### config.mk
export PLATFORM = sky130hd
export DESIGN_NAME = psram_burst_front
export DESIGN_NICKNAME = d
export VERILOG_FILES = /design/src/rtl/psram_pkg.sv /design/src/rtl/psram_cfg_regs.sv /design/src/rtl/psram_burst_ctrl.sv /design/src/rtl/psram_mem_array.sv /design/src/rtl/psram_burst_front.sv
export SDC_FILE = /design/constraint.sdc
export NUM_CORES = 2
export LEC_CHECK = 0
export BUFFER_PORTS_ARGS = -buffer_cell sky130_fd_sc_hd__buf_2
export CORE_MARGIN = 10
export CORE_UTILIZATION = 45
export CTS_CLUSTER_SIZE = 16
export DETAILED_ROUTE_END_ITERATION = 12
export PLACE_DENSITY_LB_ADDON = 0.08
export SKIP_LAST_GASP = 1
export SYNTH_ARGS = -nofsm -noshare
export SYNTH_HDL_FRONTEND = slang
export SYNTH_SLANG_ARGS = --single-unit
### constraint.sdc
create_clock -name clk -period 5 [get_ports clk]
set_input_delay 1.5 -clock clk [delete_from_list [all_inputs] [get_ports clk]]
set_output_delay 1.5 -clock clk [all_outputs]
set_load 0.005 [all_outputs]
### src/rtl/psram_pkg.sv
package psram_pkg;
  typedef enum logic [1:0] {ST_IDLE, ST_LAT, ST_DATA} burst_state_e;

  localparam int REG_SEL_BIT = 19;
  localparam int LEN_LSB     = 0;
  localparam int LAT_LSB     = 11;
  localparam int DPD_BIT     = 4;
  localparam logic [15:0] BUSCFG_RESET = 16'h1807;

  function automatic logic [2:0] clamp_latency(input logic [2:0] code);
    if (code < 3'd2) return 3'd2;
    if (code > 3'd6) return 3'd6;
    return code;
  endfunction
endpackage

### src/rtl/psram_cfg_regs.sv
module psram_cfg_regs
  import psram_pkg::*;
(
  input  logic        clk,
  input  logic        rst,
  input  logic        load_en,
  input  logic        sel_bus,
  input  logic [15:0] din,
  output logic [15:0] buscfg,
  output logic [15:0] pwrcfg,
  output logic [2:0]  lat_clks,
  output logic [2:0]  len_log2,
  output logic        len_cont,
  output logic        dpd
);
  logic [2:0] len_code;

  always_ff @(posedge clk) begin
    if (rst) begin
      buscfg <= BUSCFG_RESET;
      pwrcfg <= '0;
    end else if (load_en) begin
      if (sel_bus) buscfg <= din;
      else         pwrcfg <= din;
    end
  end

  assign len_code = buscfg[LEN_LSB +: 3];
  assign lat_clks = clamp_latency(buscfg[LAT_LSB +: 3]);
  assign dpd      = pwrcfg[DPD_BIT];

  always_comb begin
    len_cont = 1'b0;
    case (len_code)
      3'd1:    len_log2 = 3'd2;
      3'd2:    len_log2 = 3'd3;
      3'd3:    len_log2 = 3'd4;
      default: begin len_log2 = 3'd0; len_cont = 1'b1; end
    endcase
  end
endmodule

### src/rtl/psram_burst_ctrl.sv
module psram_burst_ctrl
  import psram_pkg::*;
#(
  parameter int AW         = 8,
  parameter int REF_CYCLES = 4,
  parameter int LEFT_W     = 5
) (
  input  logic          clk,
  input  logic          rst,
  input  logic          cs_n,
  input  logic          adv_n,
  input  logic          we_n,
  input  logic          cre,
  input  logic          ub_n,
  input  logic          lb_n,
  input  logic [AW-1:0] start_addr,
  input  logic [2:0]    lat_clks,
  input  logic [2:0]    len_log2,
  input  logic          len_cont,
  input  logic          dpd,
  input  logic          refresh_req,
  output logic          busy,
  output logic          wait_o,
  output logic          ref_busy,
  output logic          rd_fire,
  output logic [1:0]    wr_en,
  output logic [AW-1:0] word_addr
);
  localparam int RW = $clog2(REF_CYCLES + 1);

  burst_state_e      state_q;
  logic [2:0]        cnt_q;
  logic              is_wr_q;
  logic              cont_q;
  logic [AW-1:0]     addr_q;
  logic [AW-1:0]     mask_q;
  logic [LEFT_W-1:0] left_q;
  logic [RW-1:0]     ref_q;

  logic deselect, start, step, beat;
  logic [AW-1:0] addr_inc, addr_nxt;

  assign deselect = cs_n | (ub_n & lb_n) | dpd;
  assign start    = ~deselect & ~adv_n & ~cre;
  assign step     = ~deselect & adv_n;
  assign beat     = step & (state_q == ST_DATA);
  assign ref_busy = (ref_q != '0);
  assign busy     = (state_q != ST_IDLE);
  assign wait_o   = (state_q == ST_LAT) & is_wr_q;
  assign rd_fire  = beat & ~is_wr_q;
  assign wr_en    = (beat & is_wr_q) ? ~{ub_n, lb_n} : 2'b00;
  assign word_addr = addr_q;

  assign addr_inc = addr_q + AW'(1);
  assign addr_nxt = cont_q ? addr_inc : ((addr_q & ~mask_q) | (addr_inc & mask_q));

  always_ff @(posedge clk) begin
    if (rst) begin
      ref_q <= '0;
    end else if (ref_busy) begin
      ref_q <= ref_q - RW'(1);
    end else if (refresh_req) begin
      ref_q <= RW'(REF_CYCLES);
    end
  end

  always_ff @(posedge clk) begin
    if (rst) begin
      state_q <= ST_IDLE;
      cnt_q   <= '0;
      is_wr_q <= 1'b0;
      cont_q  <= 1'b0;
      addr_q  <= '0;
      mask_q  <= '0;
      left_q  <= '0;
    end else if (deselect) begin
      state_q <= ST_IDLE;
    end else if (start) begin
      state_q <= ST_LAT;
      cnt_q   <= lat_clks - 3'd1;
      is_wr_q <= ~we_n;
      cont_q  <= len_cont;
      addr_q  <= start_addr;
      mask_q  <= len_cont ? '0 : AW'((32'd1 << len_log2) - 32'd1);
      left_q  <= LEFT_W'(32'd1 << len_log2);
    end else if (step) begin
      case (state_q)
        ST_LAT: begin
          if (!(is_wr_q && ref_busy)) begin
            if (cnt_q == 3'd1) state_q <= ST_DATA;
            else               cnt_q   <= cnt_q - 3'd1;
          end
        end
        ST_DATA: begin
          addr_q <= addr_nxt;
          if (!cont_q) begin
            left_q <= left_q - LEFT_W'(1);
            if (left_q == LEFT_W'(1)) state_q <= ST_IDLE;
          end
        end
        default: ;
      endcase
    end
  end
endmodule

### src/rtl/psram_mem_array.sv
module psram_mem_array #(
  parameter int AW    = 8,
  parameter int LANES = 2
) (
  input  logic               clk,
  input  logic [LANES-1:0]   we,
  input  logic [AW-1:0]      addr,
  input  logic [8*LANES-1:0] wdata,
  output logic [8*LANES-1:0] rdata
);
  localparam int DEPTH = 1 << AW;

  for (genvar g = 0; g < LANES; g++) begin : g_lane
    logic [7:0] mem [0:DEPTH-1];
    always_ff @(posedge clk) begin
      if (we[g]) mem[addr] <= wdata[8*g +: 8];
      rdata[8*g +: 8] <= mem[addr];
    end
  end
endmodule

### src/rtl/psram_burst_front.sv
module psram_burst_front
  import psram_pkg::*;
#(
  parameter int ADDR_W     = 21,
  parameter int MEM_AW     = 8,
  parameter int REF_CYCLES = 4
) (
  input  logic              clk,
  input  logic              rst,
  input  logic              cs_n,
  input  logic              adv_n,
  input  logic              we_n,
  input  logic              cre,
  input  logic              ub_n,
  input  logic              lb_n,
  input  logic [ADDR_W-1:0] addr,
  input  logic [15:0]       wdata,
  input  logic              refresh_req,
  output logic [15:0]       rdata,
  output logic              rdata_oe,
  output logic              wait_o
);
  localparam int LANES  = 2;
  localparam int LEFT_W = 5;

  logic [15:0] buscfg_w, pwrcfg_w, ram_q;
  logic [2:0]  lat_w, len_log2_w;
  logic        len_cont_w, dpd_w, ctrl_busy, ref_busy_w, rd_fire_w, load_en;
  logic [LANES-1:0]  wr_en_w, lane_q;
  logic [MEM_AW-1:0] word_addr_w;
  logic unused_addr_bits;

  assign unused_addr_bits = ^{addr[ADDR_W-1:REG_SEL_BIT+1], addr[REG_SEL_BIT-1:16]};
  assign load_en = ~cs_n & ~adv_n & cre & ~ctrl_busy;

  psram_cfg_regs i_cfg (
    .clk(clk), .rst(rst), .load_en(load_en), .sel_bus(addr[REG_SEL_BIT]),
    .din(addr[15:0]), .buscfg(buscfg_w), .pwrcfg(pwrcfg_w), .lat_clks(lat_w),
    .len_log2(len_log2_w), .len_cont(len_cont_w), .dpd(dpd_w)
  );

  psram_burst_ctrl #(.AW(MEM_AW), .REF_CYCLES(REF_CYCLES), .LEFT_W(LEFT_W)) i_ctrl (
    .clk(clk), .rst(rst), .cs_n(cs_n), .adv_n(adv_n), .we_n(we_n), .cre(cre),
    .ub_n(ub_n), .lb_n(lb_n), .start_addr(addr[MEM_AW-1:0]), .lat_clks(lat_w),
    .len_log2(len_log2_w), .len_cont(len_cont_w), .dpd(dpd_w),
    .refresh_req(refresh_req), .busy(ctrl_busy), .wait_o(wait_o),
    .ref_busy(ref_busy_w), .rd_fire(rd_fire_w), .wr_en(wr_en_w), .word_addr(word_addr_w)
  );

  psram_mem_array #(.AW(MEM_AW), .LANES(LANES)) i_mem (
    .clk(clk), .we(wr_en_w), .addr(word_addr_w), .wdata(wdata), .rdata(ram_q)
  );

  always_ff @(posedge clk) begin
    if (rst) begin
      rdata_oe <= 1'b0;
      lane_q   <= '0;
    end else begin
      rdata_oe <= rd_fire_w;
      lane_q   <= ~{ub_n, lb_n};
    end
  end

  assign rdata = rdata_oe ? (ram_q & {{8{lane_q[1]}}, {8{lane_q[0]}}}) : 16'h0000;
endmodule

# --- Word level (Yosys, flattened, before mapping) ---
# Memories as Yosys holds them, arrays and structs flattened. A register that Yosys moved wholly into a read port is not among the register bits.
# Index checks and enable logic that the tools add are counted.
word_totals:
  ff_bits: 53
  ram_bits: 4096
  out_inout_bits: 18
  wordCells: 127
  n_memories: 2
classes:
  n_addsub: 6
  n_lt_le_gt_ge: 2
  n_eq_ne: 18
  n_shift: 1
  muxes: 38
  n_bitwise: 27
  reduce_logical: 20
mem_list:
  columns: ["name", "depth", "width", "read_ports", "rd_clocked_by_memory_dff", "write_ports", "line", "rtl"]
  rows:
  - ["i_mem.g_lane[0].mem", 256, 8, 1, 1, 1, "psram_mem_array.sv:14", "logic [7:0] mem [0:DEPTH-1];"]
  - ["i_mem.g_lane[1].mem", 256, 8, 1, 1, 1, "psram_mem_array.sv:14", null]
ops:
  columns: ["op", "n"]
  rows:
  - ["two-way mux 8 bit", 5]
  - ["two-way mux 3 bit", 11]
  - ["two-way mux 5 bit", 4]
  - ["AND 16 bit", 1]
  - ["AND 8 bit", 2]
  - ["two-way mux 16 bit", 1]
  - ["AND reduction 6 bit", 2]
  - ["nonzero test 2 bit", 6]
  - ["AND 1 bit", 11]
  - ["two-way mux 1 bit", 10]
  - ["two-way mux 2 bit", 5]
  - ["inequality test 2 bit (second input constant)", 5]
  - ["inequality test 3 x 2 -> 1 bit (second input constant)", 3]
  - ["case mux 3 bit (3 select lines)", 1]
  - ["subtractor 3 x 1 -> 3 bit (second input constant)", 3]
  - ["adder 8 x 1 -> 8 bit (second input constant)", 1]
  - ["inverter 1 bit", 8]
  - ["inverter 8 bit", 1]
  - ["bitwise OR 8 bit", 1]
  - ["<< shifter 1 x 3 -> 8 bit (first input constant)", 1]
  - ["subtractor 8 x 1 -> 8 bit (second input constant)", 1]
  - ["equality test 3 x 1 -> 1 bit (second input constant)", 2]
  - ["equality test 3 x 2 -> 1 bit (second input constant)", 2]
  - ["AND reduction 2 bit", 3]
  - ["other kinds (18)", 22]

# --- Longest topological paths before layout ---
depth:
  depth_word: 10
  mapped_depth: 10

# --- By module ---
# Synthesis repeated with hierarchy kept, for this count alone.
unflattened:
  cells_unflattened: 7430
  area_unflattened_um2: 160011.0
by_module_without_submodules:
  columns: ["module", "instances", "cells_per_inst", "area_each_um2", "seq_area_each_um2"]
  rows:
  - ["psram_mem_array", 1, 7032, 156528.9, 123318.3]
  - ["psram_burst_ctrl", 1, 239, 1870.5, 620.6]
  - ["psram_cfg_regs", 1, 135, 1410.1, 640.6]
  - ["psram_burst_front", 1, 24, 201.4, 60.1]

# --- Worst setup path after synthesis ---
# No wires, ideal clock.
synth_timing:
  path_kind: "input port to flip-flop"
  startpoint: "in ub_n"
  endpoint: "mem i_mem.g_lane[0].mem[165][0] (enable)"
  setup_ns: 0.370
  arrival_ns: 3.348
  t_required_ns: 4.630
  setup_slack_ns: 1.282
  cell_stages: 7
  path_buffers: 2
  path_cell_list: "a211oi_2 -> nand3_1 -> nor3b_2 -> buf_6 -> nand3_4 -> buf_2 -> nor2_1"
synth_via:
  elab_chain_len: 10
synth_rtl:
  columns: ["element", "line", "rtl"]
  rows:
  - ["start, declared", "psram_burst_front.sv:14", "input logic ub_n,"]
  - ["AND 1 bit", "psram_burst_ctrl.sv:43", "assign deselect = cs_n | (ub_n & lb_n) | dpd;"]
  - ["bitwise OR 1 bit (2 in series)", "psram_burst_ctrl.sv:43", null]
  - ["inverter 1 bit (no source line)", null, null]
  - ["AND 1 bit", "psram_burst_ctrl.sv:45", "assign step = ~deselect & adv_n;"]
  - ["AND 1 bit", "psram_burst_ctrl.sv:46", "assign beat = step & (state_q == ST_DATA);"]
  - ["AND 1 bit", "psram_burst_ctrl.sv:51", "assign wr_en = (beat & is_wr_q) ? ~{ub_n, lb_n} : 2'b00;"]
  - ["two-way mux 2 bit", "psram_burst_ctrl.sv:51", null]
  - ["two-way mux 1 bit", "psram_mem_array.sv:16", "if (we[g]) mem[addr] <= wdata[8*g +: 8];"]
  - ["two-way mux 1 bit (not written as such)", "psram_mem_array.sv:16", null]
  - ["end, declared", "psram_mem_array.sv:14", null]
# Every way passes these cells.

==> flow_results.org <==
** Run status
- The flow ran to the end, and the final reports show no timing, DRC or antenna violations.

** Clock tree
- Htree depth :: 5
- Root Driver :: clkbuf_16
- Clock transition time at the flip-flop clock pins of the worst setup and hold paths :: 60 ps
- Number of buffers added for setup after CTS :: 0
- # resized after CTS :: 0
- TritonCTS built the clock tree.
- Skew-Pair Late Insertion Delay :: 970 ps
- Number of clock sinks :: between 4,000 and 5,000
- TritonCTS Buffers :: 427
- Bufs on Longest Clock Path :: 4
- Hold buffers post-CTS :: 0

** Routing
- Drt total wl :: 418,000 um
- Summing over every cut layer, the via total after detailed routing is roughly 77,000.
- Post-route DRC violation count :: 0
- In this run the remaining antenna-violating nets after routing total 0.
- For this block, the initial DRC count from the detailed router was between 7,000 and 8,000.
- Post-DR wirelength/cell :: about 31 um
- Number of detailed-route iterations in the first pass :: 5
- DR vias/cell :: 5.82

** Synthesis
- Proportion of synthesized chip area in sequential cells :: 0.781
- Dividing the synthesized area by the synthesized cell count gives ~22 um^2.
- Synth async-reset ratio :: 0
- Most common flop cell mapped by yosys :: edfxtp_1
- Post-synth top area share :: 0.774
- Cell type contributing the most total cell area after synthesis :: edfxtp_1
- Yosys warning total :: 0
- EDFF count, synth :: roughly 4,100
- Synthesized cell area :: approximately 160,000 um^2
- Number of nets in the synthesized netlist :: approximately 7,300
- Synthesis inferred approximately 4,200 register bits.
- Mapped Cells :: 7,291
- In this run, distinct cell masters in the synthesized netlist total 45.
- Top cells by area, synth :: edfxtp_1 77%, mux4_2 15%, a22oi_1 2.4%

** Timing
- Max_slew headroom :: 0.171
- In the final timing run, aggregate negative setup slack is 0 ps.
- The number of hold violations in the final report was 0.
- Transition at the pin with the smallest max-transition slack :: 1230 ps
- Final Skew :: ~44 ps
- Max Fclk :: 236 MHz
- Final critical-path share of the clock period :: 0.846
- Number of pins with negative max-slew slack in the final report :: 0
- Setup repair after global routing left no endpoint under its margin.
- Setup violations remaining at the end of the flow were counted as 0.
- Subtracting the final worst setup slack from the clock period gives around 4200 ps.

** Finish
- The area growth from synthesis to layout is 16.1%.
- In the final layout, the share of cells above drive strength 1 is 0.308.
- Post-Route Utilization :: 0.524
- Combined flip-flop and latch cell area :: roughly 120,000 um^2
- After filler insertion, the fill cell instance count of the layout stands at 27,500.
- Nets :: approximately 8,000
- Leading cell types in the layout, fill and taps excluded :: 4,096 x edfxtp_1, 1,024 x mux4_2, 803 x buf_4, 552 x nor2_1, 513 x a22oi_1
- Leaving out fill and tap cells, the most frequent cell in the layout is edfxtp_1.
- In the final layout, the multi-input gates occupy roughly 33,000 um^2.

** Die
- Core region area :: around 350,000 um^2
- The initial utilization of the core area, before any placement, comes to 0.451.
- Row count :: ~220
- Overall die height :: 614 um
- Width of the die :: between 600 and 700 um
- 64 I/O pins were placed.
- The die covers 377,000 um^2.

** Worst setup path
- Longest individual stage delay on the worst path :: approximately 1000 ps
- The critical path is of the register to register type.
- Traced cell by cell, the critical path runs through buf_4 > buf_12 > buf_4 > mux4_2 > a22oi_1 > a21oi_1 > o41ai_1 > buf_4 > nand4_1.
- STA classifies the critical path endpoint as a register.
- The endpoint identified for the worst register-to-register timing path is i_mem.rdata[5]$_DFF_P_.
- Reg2reg setup slack :: slightly below 800 ps
- Max stage delay cell, worst path :: dfxtp_4
- FF-to-FF path depth :: 9
- Worst-path fanout max :: 35
- STA puts the critical path data arrival time at between 4000 and 5000 ps.
- Most used cell along the critical path :: buf_4
- STA classifies the critical path startpoint as a register.
- Data on the critical path is required at its endpoint by approximately 5700 ps.
- End point of the critical path :: i_mem.rdata[5]$_DFF_P_

** Worst hold path
- In this run the worst hold path is classified as register to register.
- Along the worst hold path, the cell count comes to 2.

** Power and ir drop
- Power density over cell area :: slightly below 400 nW/um^2
- Leakage power summed over all cells :: around 57 nW
- Worst-case vdd ir drop :: about 0.0003 V

** Global routing
- Total Routing Usage GR :: 0.216
- Largest net degree at the start of global routing :: 133
- Number of global-route vias before repair :: around 80,000
- Initial antenna violation count :: 9
- The total overflow left after global routing is 0.
- Wire length of the first global-routing pass :: between 500,000 and 600,000 um

** Placed design
- Final weighted congestion in routability-driven placement :: 0.803
- DP HPWL :: 257,000 um
- Total of buffers placed on input and output ports :: 54

** Run
- Across the run, the number of max-cap violations was 0.
through the flow:
stage / total power (W) / std cells / hold WS (ps) / setup slack [ps] / cell area [um^2]
2_1_floorplan: 0.0405 / 7291 / 424 / 1280 / 159000
3_3_place_gp: 0.0421 / 12500 / 440 / 538 / 171000
3_5_place_dp: 0.0421 / 12500 / 442 / 521 / 171000
4_1_cts: 0.0732 / 13300 / 460 / 630 / 184000
5_1_grt: 0.0747 / 13300 / 480 / 603 / 184000
6_report: 0.0725 / 13300 / 460 / 771 / 184000
critical path, delay by kind of cell, from the launching register on:
family / cells / cell delay [ps]
simple gates: 1 / 340
flops: 1 / 1010
mux: 1 / 320
compound gates: 3 / 1090
buf+inv: 4 / 1110
report_power, final:
| part | internal, W | total, W | switching (W) |
|---|---|---|---|
| Clock | 0.0179 | 0.0312 | 0.0132 |
| Sequential | 0.0383 | 0.0383 | 0.0000715 |
| Combinational | 0.00104 | 0.00297 | 0.00193 |
| Total | 0.0573 | 0.0725 | 0.0152 |
routing by layer:
layer / vias to the layer above / share of wire / track usage
met4: 2 / 0.028 / 0.0575
met1: 41700 / 0.41 / 0.295
met2: 2354 / 0.51 / 0.370
met5: - / 0.000031 / 0
met3: 572 / 0.054 / 0.0281
li1: 32700 / - / -
cells by family (layout without fill, tap and decap cells):
family / after synthesis / in the layout / share of synthesized area
buffers and inverters: 495 / 1731 / 0.0146
adders and majority gates: 12 / 12 / 0.000945
other: 0 / 4 / 0
muxes: 1027 / 1027 / 0.145
and+or+nand+nor: 709 / 709 / 0.0191
DFF: 4153 / 4153 / 0.781
AOI/OAI and AO/OA: 882 / 882 / 0.0379
xor gates and xnor gates: 13 / 13 / 0.000717
worst min path at each step:
stage / start / end
5_1_grt: i_cfg.buscfg[11]$_SDFFE_PP1P_ / i_cfg.buscfg[11]$_SDFFE_PP1P_
3_3_place_gp: i_ctrl.mask_q[5]$_SDFFE_PP0P_ / i_ctrl.mask_q[5]$_SDFFE_PP0P_
4_1_cts: i_ctrl.mask_q[5]$_SDFFE_PP0P_ / i_ctrl.mask_q[5]$_SDFFE_PP0P_
3_5_place_dp: i_ctrl.mask_q[5]$_SDFFE_PP0P_ / i_ctrl.mask_q[5]$_SDFFE_PP0P_
2_1_floorplan: i_ctrl.mask_q[5]$_SDFFE_PP0P_ / i_ctrl.mask_q[5]$_SDFFE_PP0P_
6_report: i_ctrl.mask_q[2]$_SDFFE_PP0P_ / i_ctrl.mask_q[2]$_SDFFE_PP0P_
synth_stat cells, types with 8 or more instances:
| master | n |
|---|---|
| nor2b_1 | 12 |
| and2_1 | 9 |
| ha_1 | 12 |
| nor3_1 | 9 |
| o21ai_0 | 10 |
| nand3_1 | 18 |
| edfxtp_1 | 4096 |
| nand4_1 | 20 |
| mux4_2 | 1024 |
| buf_1 | 68 |
| and3_1 | 19 |
| a21oi_1 | 266 |
| nand3_4 | 10 |
| o41ai_1 | 64 |
| buf_2 | 87 |
| inv_1 | 13 |
| xor2_1 | 8 |
| nor2_1 | 554 |
| clkbuf_1 | 274 |
| buf_4 | 11 |
| dfxtp_1 | 57 |
| a22oi_1 | 513 |
| nand2_1 | 41 |
| buf_6 | 42 |
| a211oi_1 | 14 |
layout make-up:
cell class	count	share of cell area
multi-input cells	2643	0.177
clock inverters	261	0.0131
inverters	13	0.000265
well taps	4730	0.0321
repair buffers	932	0.0432
clock buffers	525	0.0609
flip-flops and latches	4153	0.673
diodes	4	0.0000543
state kept, by name, summed over array words and instances, names as in the netlist, named ones only:
register          flops
i_mem.g_lane.mem   4096
i_mem.rdata          16
i_ctrl.mask_q         8
i_ctrl.word_addr      1
i_ctrl.cnt_q          3
i_ctrl.state_q        2
i_cfg.buscfg          6
i_ctrl.ref_q          3
i_ctrl.is_wr_q        1
lane_q                2
i_ctrl.left_q         5
i_ctrl.cont_q         1
rdata_oe              1
i_cfg.pwrcfg          1
(Power assumes the default switching activity.)
